[src/rtl/irw_pkg.sv]
package irw_pkg;

    localparam logic [7:0] OFS_SELECT     = 8'h00;
    localparam logic [7:0] OFS_WINDOW     = 8'h10;

    localparam logic [7:0] SEL_IDENT      = 8'h00;
    localparam logic [7:0] SEL_VERSION    = 8'h01;
    localparam logic [7:0] SEL_ARBIT      = 8'h02;
    localparam logic [7:0] SEL_TABLE_BASE = 8'h10;

    localparam logic [1:0] SZ_BYTE        = 2'd0;
    localparam logic [1:0] SZ_HALF        = 2'd1;

    localparam logic [63:0] ENTRY_RESET   = 64'h0000_0000_0001_0000;

    // One redirection entry, msb first
    typedef struct packed {
        logic [7:0]  dest;      // 63:56
        logic [38:0] spare_hi;  // 55:17
        logic        mask;      // 16
        logic        level;     // 15
        logic        rirr;      // 14
        logic [1:0]  spare_lo;  // 13:12
        logic        dmode;     // 11
        logic [2:0]  dlv;       // 10:8
        logic [7:0]  vec;       // 7:0
    } redir_t;

    function automatic logic [7:0] entry_index(input logic [7:0] sel);
        logic [7:0] off;
        off = sel - SEL_TABLE_BASE;
        return off >> 1;
    endfunction

    function automatic logic [31:0] zext_data(input logic [1:0] sz, input logic [31:0] d);
        case (sz)
            SZ_BYTE: return {24'h0, d[7:0]};
            SZ_HALF: return {16'h0, d[15:0]};
            default: return d;
        endcase
    endfunction

endpackage

[src/rtl/irw_bus_front.sv]
module irw_bus_front
    import irw_pkg::*;
#(
    parameter int AW = 12
) (
    input  logic          bus_req,
    input  logic          bus_we,
    input  logic [AW-1:0] bus_addr,
    input  logic [1:0]    bus_size,
    input  logic [31:0]   bus_wdata,
    output logic          wr_select,
    output logic          wr_window,
    output logic          rd_select,
    output logic          rd_window,
    output logic          rd_strobe,
    output logic [31:0]   wdata_ext
);

    logic [7:0] ofs;
    logic       hit_sel;
    logic       hit_win;

    always_comb begin
        ofs       = bus_addr[7:0];
        hit_sel   = (ofs == OFS_SELECT);
        hit_win   = (ofs == OFS_WINDOW);
        wr_select = bus_req &  bus_we & hit_sel;
        wr_window = bus_req &  bus_we & hit_win;
        rd_select = bus_req & ~bus_we & hit_sel;
        rd_window = bus_req & ~bus_we & hit_win;
        rd_strobe = bus_req & ~bus_we;
        wdata_ext = zext_data(bus_size, bus_wdata);
    end

endmodule

[src/rtl/irw_regfile.sv]
module irw_regfile
    import irw_pkg::*;
#(
    parameter int NPINS = 24,
    parameter int PIN_W = 5
) (
    input  logic                   clk,
    input  logic                   rst_n,
    input  logic                   wr_select,
    input  logic                   wr_window,
    input  logic [31:0]            wdata,
    input  logic                   rirr_we,
    input  logic [PIN_W-1:0]       rirr_pin,
    input  logic                   rirr_val,
    output logic [7:0]             sel_o,
    output logic [3:0]             id_o,
    output redir_t [NPINS-1:0]     tbl_o,
    output logic                   mevt_valid_o,
    output logic [PIN_W-1:0]       mevt_pin_o,
    output logic                   mevt_mask_o
);

    typedef struct packed {
        logic [7:0]            sel;
        logic [3:0]            id;
        redir_t [NPINS-1:0]    tbl;
        logic                  ev;
        logic [PIN_W-1:0]      ev_pin;
        logic                  ev_mask;
    } state_t;

    state_t           st_d, st_q;
    logic [7:0]       idx;
    logic             in_rng;
    logic [PIN_W-1:0] pin;
    logic             old_mask;
    redir_t           ent;

    always_comb begin
        st_d     = st_q;
        st_d.ev  = 1'b0;
        ent      = '0;
        old_mask = 1'b0;
        idx      = entry_index(st_q.sel);
        in_rng   = (st_q.sel >= SEL_TABLE_BASE) && (32'(idx) < 32'(NPINS));
        pin      = PIN_W'(idx);

        // delivery-side remote-IRR update first; a software write below overrides it
        if (rirr_we && (32'(rirr_pin) < 32'(NPINS))) begin
            st_d.tbl[rirr_pin].rirr = rirr_val;
        end

        if (wr_select) begin
            st_d.sel = wdata[7:0];
        end

        if (wr_window) begin
            if (st_q.sel == SEL_IDENT) begin
                st_d.id = wdata[27:24];
            end else if (in_rng) begin
                ent      = st_d.tbl[pin];
                old_mask = st_q.tbl[pin].mask;
                if (st_q.sel[0]) begin
                    ent[63:32] = wdata;
                end else begin
                    ent[31:0]  = wdata;
                    ent.rirr   = 1'b0;
                end
                st_d.tbl[pin] = ent;
                if (ent.mask != old_mask) begin
                    st_d.ev      = 1'b1;
                    st_d.ev_pin  = pin;
                    st_d.ev_mask = ent.mask;
                end
            end
        end
    end

    always_ff @(posedge clk or negedge rst_n) begin
        if (!rst_n) begin
            st_q.sel     <= '0;
            st_q.id      <= '0;
            st_q.ev      <= 1'b0;
            st_q.ev_pin  <= '0;
            st_q.ev_mask <= 1'b0;
            for (int i = 0; i < NPINS; i++) begin
                st_q.tbl[i] <= ENTRY_RESET;
            end
        end else begin
            st_q <= st_d;
        end
    end

    assign sel_o        = st_q.sel;
    assign id_o         = st_q.id;
    assign tbl_o        = st_q.tbl;
    assign mevt_valid_o = st_q.ev;
    assign mevt_pin_o   = st_q.ev_pin;
    assign mevt_mask_o  = st_q.ev_mask;

endmodule

[src/rtl/irw_rdpath.sv]
module irw_rdpath
    import irw_pkg::*;
#(
    parameter int         NPINS   = 24,
    parameter int         PIN_W   = 5,
    parameter logic [7:0] VERSION = 8'h11
) (
    input  logic               clk,
    input  logic               rst_n,
    input  logic               rd_select,
    input  logic               rd_window,
    input  logic               rd_strobe,
    input  logic [7:0]         sel,
    input  logic [3:0]         id,
    input  redir_t [NPINS-1:0] tbl,
    output logic               rd_valid_o,
    output logic [31:0]        rd_data_o
);

    localparam logic [7:0] TOP_PIN = 8'(NPINS - 1);

    typedef struct packed {
        logic        valid;
        logic [31:0] data;
    } rd_t;

    rd_t              rd_d, rd_q;
    logic [7:0]       idx;
    logic             in_rng;
    logic [PIN_W-1:0] pin;
    logic [63:0]      ent;
    logic [31:0]      win_word;

    always_comb begin
        idx    = entry_index(sel);
        in_rng = (sel >= SEL_TABLE_BASE) && (32'(idx) < 32'(NPINS));
        pin    = PIN_W'(idx);
        ent    = in_rng ? tbl[pin] : '1;

        case (sel)
            SEL_IDENT,
            SEL_ARBIT:   win_word = {4'h0, id, 24'h0};
            SEL_VERSION: win_word = {8'h00, TOP_PIN, 8'h00, VERSION};
            default:     win_word = sel[0] ? ent[63:32] : ent[31:0];
        endcase

        rd_d       = rd_q;
        rd_d.valid = rd_strobe;
        if (rd_strobe) begin
            if (rd_select)      rd_d.data = {24'h0, sel};
            else if (rd_window) rd_d.data = win_word;
            else                rd_d.data = '0;
        end
    end

    always_ff @(posedge clk or negedge rst_n) begin
        if (!rst_n) begin
            rd_q <= '0;
        end else begin
            rd_q <= rd_d;
        end
    end

    assign rd_valid_o = rd_q.valid;
    assign rd_data_o  = rd_q.data;

endmodule

[src/rtl/irq_route_regwin.sv]
module irq_route_regwin
    import irw_pkg::*;
#(
    parameter  int         NPINS   = 24,
    parameter  int         AW      = 12,
    parameter  logic [7:0] VERSION = 8'h11,
    localparam int         PIN_W   = (NPINS > 1) ? $clog2(NPINS) : 1
) (
    input  logic                  clk,
    input  logic                  rst_n,
    input  logic                  bus_req,
    input  logic                  bus_we,
    input  logic [AW-1:0]         bus_addr,
    input  logic [1:0]            bus_size,
    input  logic [31:0]           bus_wdata,
    output logic                  rd_valid,
    output logic [31:0]           rd_data,
    input  logic                  rirr_we,
    input  logic [PIN_W-1:0]      rirr_pin,
    input  logic                  rirr_val,
    output logic [NPINS*64-1:0]   table_flat,
    output logic                  mask_evt_valid,
    output logic [PIN_W-1:0]      mask_evt_pin,
    output logic                  mask_evt_value
);

    logic               wr_select, wr_window;
    logic               rd_select, rd_window, rd_strobe;
    logic [31:0]        wdata_ext;
    logic [7:0]         sel_q;
    logic [3:0]         id_q;
    redir_t [NPINS-1:0] tbl;

    irw_bus_front #(.AW(AW)) u_front (
        .bus_req   (bus_req),
        .bus_we    (bus_we),
        .bus_addr  (bus_addr),
        .bus_size  (bus_size),
        .bus_wdata (bus_wdata),
        .wr_select (wr_select),
        .wr_window (wr_window),
        .rd_select (rd_select),
        .rd_window (rd_window),
        .rd_strobe (rd_strobe),
        .wdata_ext (wdata_ext)
    );

    irw_regfile #(.NPINS(NPINS), .PIN_W(PIN_W)) u_regs (
        .clk          (clk),
        .rst_n        (rst_n),
        .wr_select    (wr_select),
        .wr_window    (wr_window),
        .wdata        (wdata_ext),
        .rirr_we      (rirr_we),
        .rirr_pin     (rirr_pin),
        .rirr_val     (rirr_val),
        .sel_o        (sel_q),
        .id_o         (id_q),
        .tbl_o        (tbl),
        .mevt_valid_o (mask_evt_valid),
        .mevt_pin_o   (mask_evt_pin),
        .mevt_mask_o  (mask_evt_value)
    );

    irw_rdpath #(.NPINS(NPINS), .PIN_W(PIN_W), .VERSION(VERSION)) u_rd (
        .clk        (clk),
        .rst_n      (rst_n),
        .rd_select  (rd_select),
        .rd_window  (rd_window),
        .rd_strobe  (rd_strobe),
        .sel        (sel_q),
        .id         (id_q),
        .tbl        (tbl),
        .rd_valid_o (rd_valid),
        .rd_data_o  (rd_data)
    );

    for (genvar g = 0; g < NPINS; g++) begin : g_flat
        assign table_flat[g*64 +: 64] = tbl[g];
    end

endmodule

[config.mk]
export PLATFORM = sky130hd
export DESIGN_NAME = irq_route_regwin
export DESIGN_NICKNAME = d
export VERILOG_FILES = /design/src/rtl/irw_pkg.sv /design/src/rtl/irw_bus_front.sv /design/src/rtl/irw_regfile.sv /design/src/rtl/irw_rdpath.sv /design/src/rtl/irq_route_regwin.sv
export SDC_FILE = /design/constraint.sdc
export NUM_CORES = 2
export LEC_CHECK = 0
export BUFFER_PORTS_ARGS = -buffer_cell sky130_fd_sc_hd__buf_2
export CELL_PAD_IN_SITES_DETAIL_PLACEMENT = 2
export CELL_PAD_IN_SITES_GLOBAL_PLACEMENT = 2
export CORE_AREA = 2 2 637 639
export CTS_CLUSTER_DIAMETER = 30
export CTS_CLUSTER_SIZE = 30
export DETAILED_ROUTE_END_ITERATION = 7
export DIE_AREA = 0 0 639 641
export PLACE_DENSITY = 0.56
export REMOVE_ABC_BUFFERS = 1
export SLEW_MARGIN = 40
export SYNTH_ARGS = -nofsm -noshare
export SYNTH_HDL_FRONTEND = slang
export SYNTH_SLANG_ARGS = --single-unit
[constraint.sdc]
create_clock -name clk -period 6.6 [get_ports clk]
set_input_delay 0.99 -clock clk [delete_from_list [all_inputs] [get_ports clk]]
set_output_delay 0.99 -clock clk [all_outputs]
set_load 0.1 [all_outputs]
After elaboration in Yosys (flattened, before gate mapping)
Cells that the tools add are included.
- register bits after elaboration: 1588
- bits in latches: 0
- memory bits (writable): 0
- ROM bits: 0
- bits of input ports: 57
- logic and storage cells: 283
- memories kept: 0
- add/subtract/negate cells: 1
- $mul: 0
- div/mod/pow operators: 0
- magnitude comparators: 7
- equal/unequal tests: 5
- shift-type cells: 0
- muxes and demuxes: 29
- bitwise operators: 8
- reduce and logical (&&, ||, !) cells: 10
- operators with widths (kind ; count):
    $mux 1543 ; 3
    $bwmux 1536 ; 2
    $mux 1536 ; 1
    $bmux 64 s5 ; 2
    $demux 64 s5 ; 2
    $mux 32 ; 11
    $mux 64 ; 4
    $pmux 32 s2 ; 2
    $logic_not 8->1 ; 2
    $mux 15 ; 1
    $lt 5x6->1 const B ; 2
    $ge 5x1->1 const B ; 2
    $eq 8x1->1 const B ; 1
    $eq 8x2->1 const B ; 1
    $eq 8x5->1 const B ; 1
    $ge 8x5->1 const B ; 1
    $sub 8x5->8 const B ; 1
    $lt 7x5->1 const B ; 1
    $mux 7 ; 1
    $and 1x1->1 ; 6
    $lt 5x5->1 const B ; 1
    $logic_and 1x1->1 ; 4
    $reduce_and 4->1 ; 1
    $eq 2x1->1 const B ; 1
    5 further kinds ; 6

Longest topological paths before layout
- depth in word-level cells: 17
- depth in mapped cells: 16
- depth with buffers taken out: 9

Modules after synthesis
A second synthesis with hierarchy kept.
- cell total of the unflattened synthesis: 7170
- area total of the unflattened synthesis: 82532.9 µm²
- modules (own cells, without submodules) (module ; times used ; cells an instance ; area each (µm²) ; seq. area each (µm²)):
    irw_regfile ; 1 ; 6081 ; 68588.3 ; 38942.3
    irw_rdpath ; 1 ; 1045 ; 13664.4 ; 825.8
    irw_bus_front ; 1 ; 44 ; 280.3 ; 0.0

Least setup slack after synthesis
OpenSTA, ideal clock, no wires.
- path type: reg-to-reg
- start point: register u_regs.sel_o[4] (netlist name)
- end point: register u_regs.tbl_o[940] (netlist name)
- library setup time: 0.076 ns
- arrival time: 3.169 ns
- data required time: 6.524 ns
- path slack: 3.355 ns
- cell stages (with the launch flop): 16
- clock period less this slack: 3.245 ns
- path through: dfrtp_1 -> clkbuf_1 -> inv_1 -> buf_4 -> buf_4 -> ha_1 -> or4b_1 -> nor3_1 -> nor3_1 -> clkbuf_1 -> and2_1 -> nand2_1 -> buf_2 -> clkbuf_1 -> nand2_1 -> o21ai_1
- word-level cells in the longest chain between the ends: 11
- elaborated cells between the ends (all ways): 20
- classes of those cells: add/sub (1); order compare (4); mux (12); reduce/logical (3)
- RTL lines (item ; RTL line ; source):
    $sub 8x5->8 (*) ; - ;
    via u_rd.idx[3] ; irw_rdpath.sv:28 ; logic [7:0] idx;
    $bmux 64 s5 ; irw_regfile.sv:61 ; ent = st_d.tbl[pin];
    $mux 64 (not written as such) ; irw_regfile.sv:61 ;
    $mux 32 ; irw_regfile.sv:63 ; if (st_q.sel[0]) begin
    $mux 32 ; irw_regfile.sv:60 ; end else if (in_rng) begin
    $mux 32 ; irw_regfile.sv:58 ; if (st_q.sel == SEL_IDENT) begin
    $mux 32 ; irw_regfile.sv:57 ; if (wr_window) begin
    $bwmux 1536 ; irw_regfile.sv:69 ; st_d.tbl[pin] = ent;
    $mux 1543 (*) ; irw_regfile.sv:60 ;
    $mux 1543 (*) ; irw_regfile.sv:58 ;
    $mux 1543 (*) ; irw_regfile.sv:57 ;
The timed path passes the listed nets; every way through them passes the cells marked *. The select of a mux whose other input is x is not followed.
A chain may end at the register's enable or synchronous reset.

Worst setup path after layout
- start point: register u_regs.sel_o[4] (netlist name)
- end point: register u_regs.tbl_o[1369] (netlist name)
- word-level cells in the longest chain between the ends: 11
- elaborated cells between the ends (all ways): 20
- classes of those cells: add/sub (1); order compare (4); mux (12); reduce/logical (3)
- RTL lines (item ; RTL line ; source):
    $sub 8x5->8 ; irw_pkg.sv:31 ; off = sel - SEL_TABLE_BASE;
    $bmux 64 s5 ; irw_regfile.sv:61 ;
    $mux 64 (not written as such) ; irw_regfile.sv:61 ;
    $mux 32 ; irw_regfile.sv:63 ;
    $mux 32 ; irw_regfile.sv:60 ;
    $mux 32 ; irw_regfile.sv:58 ;
    $mux 32 ; irw_regfile.sv:57 ;
    $bwmux 1536 ; irw_regfile.sv:69 ;
    $mux 1543 ; irw_regfile.sv:60 ;
    $mux 1543 (*) ; irw_regfile.sv:58 ;
    $mux 1543 (*) ; irw_regfile.sv:57 ;
Every way passes the cells marked *; elsewhere a longest branch is shown, timed or not. The select of a mux whose other input is x is not followed.

==> out/qor.csv <==
metric,value,unit
outcome,completed,
h-tree-depth,5,
synth-edff-count,0,
min-delay-path-class,in -> reg,
final_antenna_net_count,0,
ys_seq_elements,1588,
die_area,410000,um2
vias,66800,
drt_iter0_drc,4724,
rsz0062_at_grt,false,
wl_per_cell,37.1,um
dpl.hpwl,365,mm
setup_slack,1.65,ns
finalHoldViolations,0,
grt_usage,0.246,
cts_root_buffer,clkbuf_16,
die_y,641,um
critPathCaptureType,flip-flop,
syn_area,70800,um2
drive_above_1_share,0.374,
grt_first_pass_wirelength,686,mm
gp_congestion,0.846,
synthMuxAreaShare,0.150,
slew_violations,0,
cp-endpoint,u_regs.tbl_o[1369],
synth_cell_types,76,
avgSynthCellArea,10.8,um2
core,402000,um2
synthArstFlopShare,1.00,
setup_viol,0,
path_class,reg -> reg,
cp-start-kind,flip-flop,
slowest_stage,a21oi_1,
worstPathMaxFanout,24,
reg2reg_slack,1.65,ns
power.leakage,48.2,nW
skew,0.0735,ns
die_x,639,um
synth_flop_cell,dfrtp_1,
finalCriticalPeriod,4.95,ns
worstPathCellList,buf_4 > inv_6 > ha_4 > inv_1 > nand2_4 > buf_4 > a21oi_1 > a21oi_1 > mux2_2 > o21ai_0,
clk_pin_slew,0.04,ns
drc,0,
synthSimpleGateAreaFrac,0.108,
arrival,5.77,ns
initial_core_util,0.176,
critical_path.startpoint,u_regs.sel_o[4],
setup_tns,0,ns
io-pin-count,1633,
r2r_end,u_regs.tbl_o[1369],
grt_max_degree,138,
viasPerCell,4.78,
synth_compound_area_frac,0.137,
n_fill_cell,44200,
io_buffer_count,1628,
timing.hold.ws,0.325,ns
grt_overflow_total,0,
rows,233,
insertion_delay,1.01,ns
drtPass1Iterations,5,
synthXorXnorAreaFrac,0.000247,
synth.yosys.seq_area_share,0.562,
clock-sinks,1588,
place_area,85700,um2
max_freq,202,MHz
area_delta_synth_final,45.4,%
postCtsResizedCells,0,
yosys_warnings,0,
syn_inst,6566,
synth_top_family_by_area,multiplexers,
powerDensity,347,nW/um2
synthAdderAreaFrac,0.000883,
cts_buffers,478,
required,7.42,ns
reg2reg_from,u_regs.sel_o[4],
tightestPinTransition,1.08,ns
cap_violations,0,
holdCritStartpoint,bus_wdata[16],
grt_antenna_before_repair,91,
cp_slowest_stage_delay,0.73,ns
wl,519,mm
peakVddDrop,0.225,mV
fin_crit_sh,0.750,
cts_tree,done,
final_design_area_no_fill,103000,um2
fin_nets,8317,
cts.path.max_buffers,4,
pre_cts_ws,1.41,ns
r2r_cells,10,
grt_pass1_vias,71800,
relSlewSlack,0.280,
-- worst max-delay path: cells and delay by family, from the launching register on --
kind | cells | cell delay, ns
AOI/OAI and AO/OA | 3 | 0.99
adders and majority gates | 1 | 0.63
buffers and inverters | 4 | 1.40
DFF | 1 | 0.35
muxes | 1 | 0.69
and+or+nand+nor | 1 | 0.66
-- kinds of logic after synthesis --
| group | Yosys count |
|---|---|
| adders and majority gates | 5 |
| muxes | 529 |
| AOI/OAI and AO/OA | 1843 |
| DFF | 1588 |
| and+or+nand+nor | 1960 |
| xor gates and xnor gates | 2 |
| buffers and inverters | 639 |
-- Yosys cell counts, types with 24 or more instances --
cell | instances | area (um2)
nand2_1 | 1776 | 6670
dfrtp_1 | 1564 | 39100
o21ai_0 | 1373 | 6870
mux4_2 | 410 | 9230
clkbuf_1 | 394 | 1480
o21ai_1 | 185 | 926
a21oi_1 | 138 | 691
buf_2 | 122 | 611
mux2i_1 | 85 | 851
nor2_1 | 67 | 251
buf_6 | 37 | 417
buf_4 | 32 | 240
buf_1 | 30 | 113
nand3_1 | 28 | 140
o22ai_1 | 26 | 163
dfstp_2 | 24 | 631
-- metal layers --
layer / global-route usage / part of all wire / vias up
met3: 0.0600 / 0.067 / 991
met5: 0 / 0.00021 / -
met2: 0.415 / 0.49 / 2938
met4: 0.140 / 0.066 / 16
li1: - / - / 26600
met1: 0.284 / 0.38 / 36200
-- cell type report --
class / instances / area, um2 / area share
inverter: 9 / 51.3 / 0.000498
timing repair buffer: 1839 / 10500 / 0.102
sequential: 1588 / 39800 / 0.386
tap: 5287 / 6620 / 0.0642
clock inverter: 200 / 3090 / 0.0300
clock buffer: 678 / 14000 / 0.136
antenna: 35 / 87.6 / 0.000851
multi-input combinational: 4339 / 28900 / 0.280
-- power by group --
part / internal (W) / switching [W] / total [W]
Clock: 0.0171 / 0.00723 / 0.0243
Combinational: 0.000283 / 0.00125 / 0.00153
Sequential: 0.00981 / 0.0000566 / 0.00987
Total: 0.0272 / 0.00854 / 0.0357
-- state kept, by name (all words and copies together) (netlist names) --
name and count:
u_regs.tbl_o 1536, u_rd.rd_data_o 32, u_regs.sel_o 8, u_regs.mevt_pin_o 5
u_regs.id_o 4, u_rd.rd_valid_o 1, u_regs.mevt_mask_o 1, u_regs.mevt_valid_o 1
-- through the flow --
stage | utilization | std cells | total power (W)
after global placement | 0.211 | 13000 | 0.0115
after CTS | 0.256 | 13900 | 0.0361
after detailed placement | 0.213 | 13100 | 0.0116
after global routing | 0.256 | 14000 | 0.0367
after floorplan | - | 5936 | 0.0107
final | 0.256 | 14000 | 0.0357
-- repair_timing --
action	in CTS	in global routing
endpoints found under the hold margin	0	23
hold buffers	0	1
setup buffers	0	0
-- cell usage in the layout (no fill, tap or decap), drive strengths merged, types with 13 or more instances in the layout --
cell and count:
a21o 19, a21oi 146, a31oi 19, buf 1838
bufinv 66, clkbuf 678, clkinv 110, clkinvlp 20
dfrtp 1564, dfstp 24, diode 35, inv 13
mux2 26, mux2i 85, mux4 418, nand2 1777
nand3 28, nor2 67, o21ai 1574, o22ai 26
-- worst min path at each step --
stage	slack, ns	endpoint	cells past startpoint
floorplan	0.44	u_regs.id_o[2]	2
global placement	0.46	u_rd.rd_data_o[22]	1
detailed placement	0.46	u_rd.rd_data_o[17]	1
CTS	0.0005	u_regs.tbl_o[367]	1
global route	0.31	u_regs.mevt_mask_o	3
finish	0.32	u_regs.mevt_mask_o	3
Note: power is estimated with default switching activity, not from simulation.
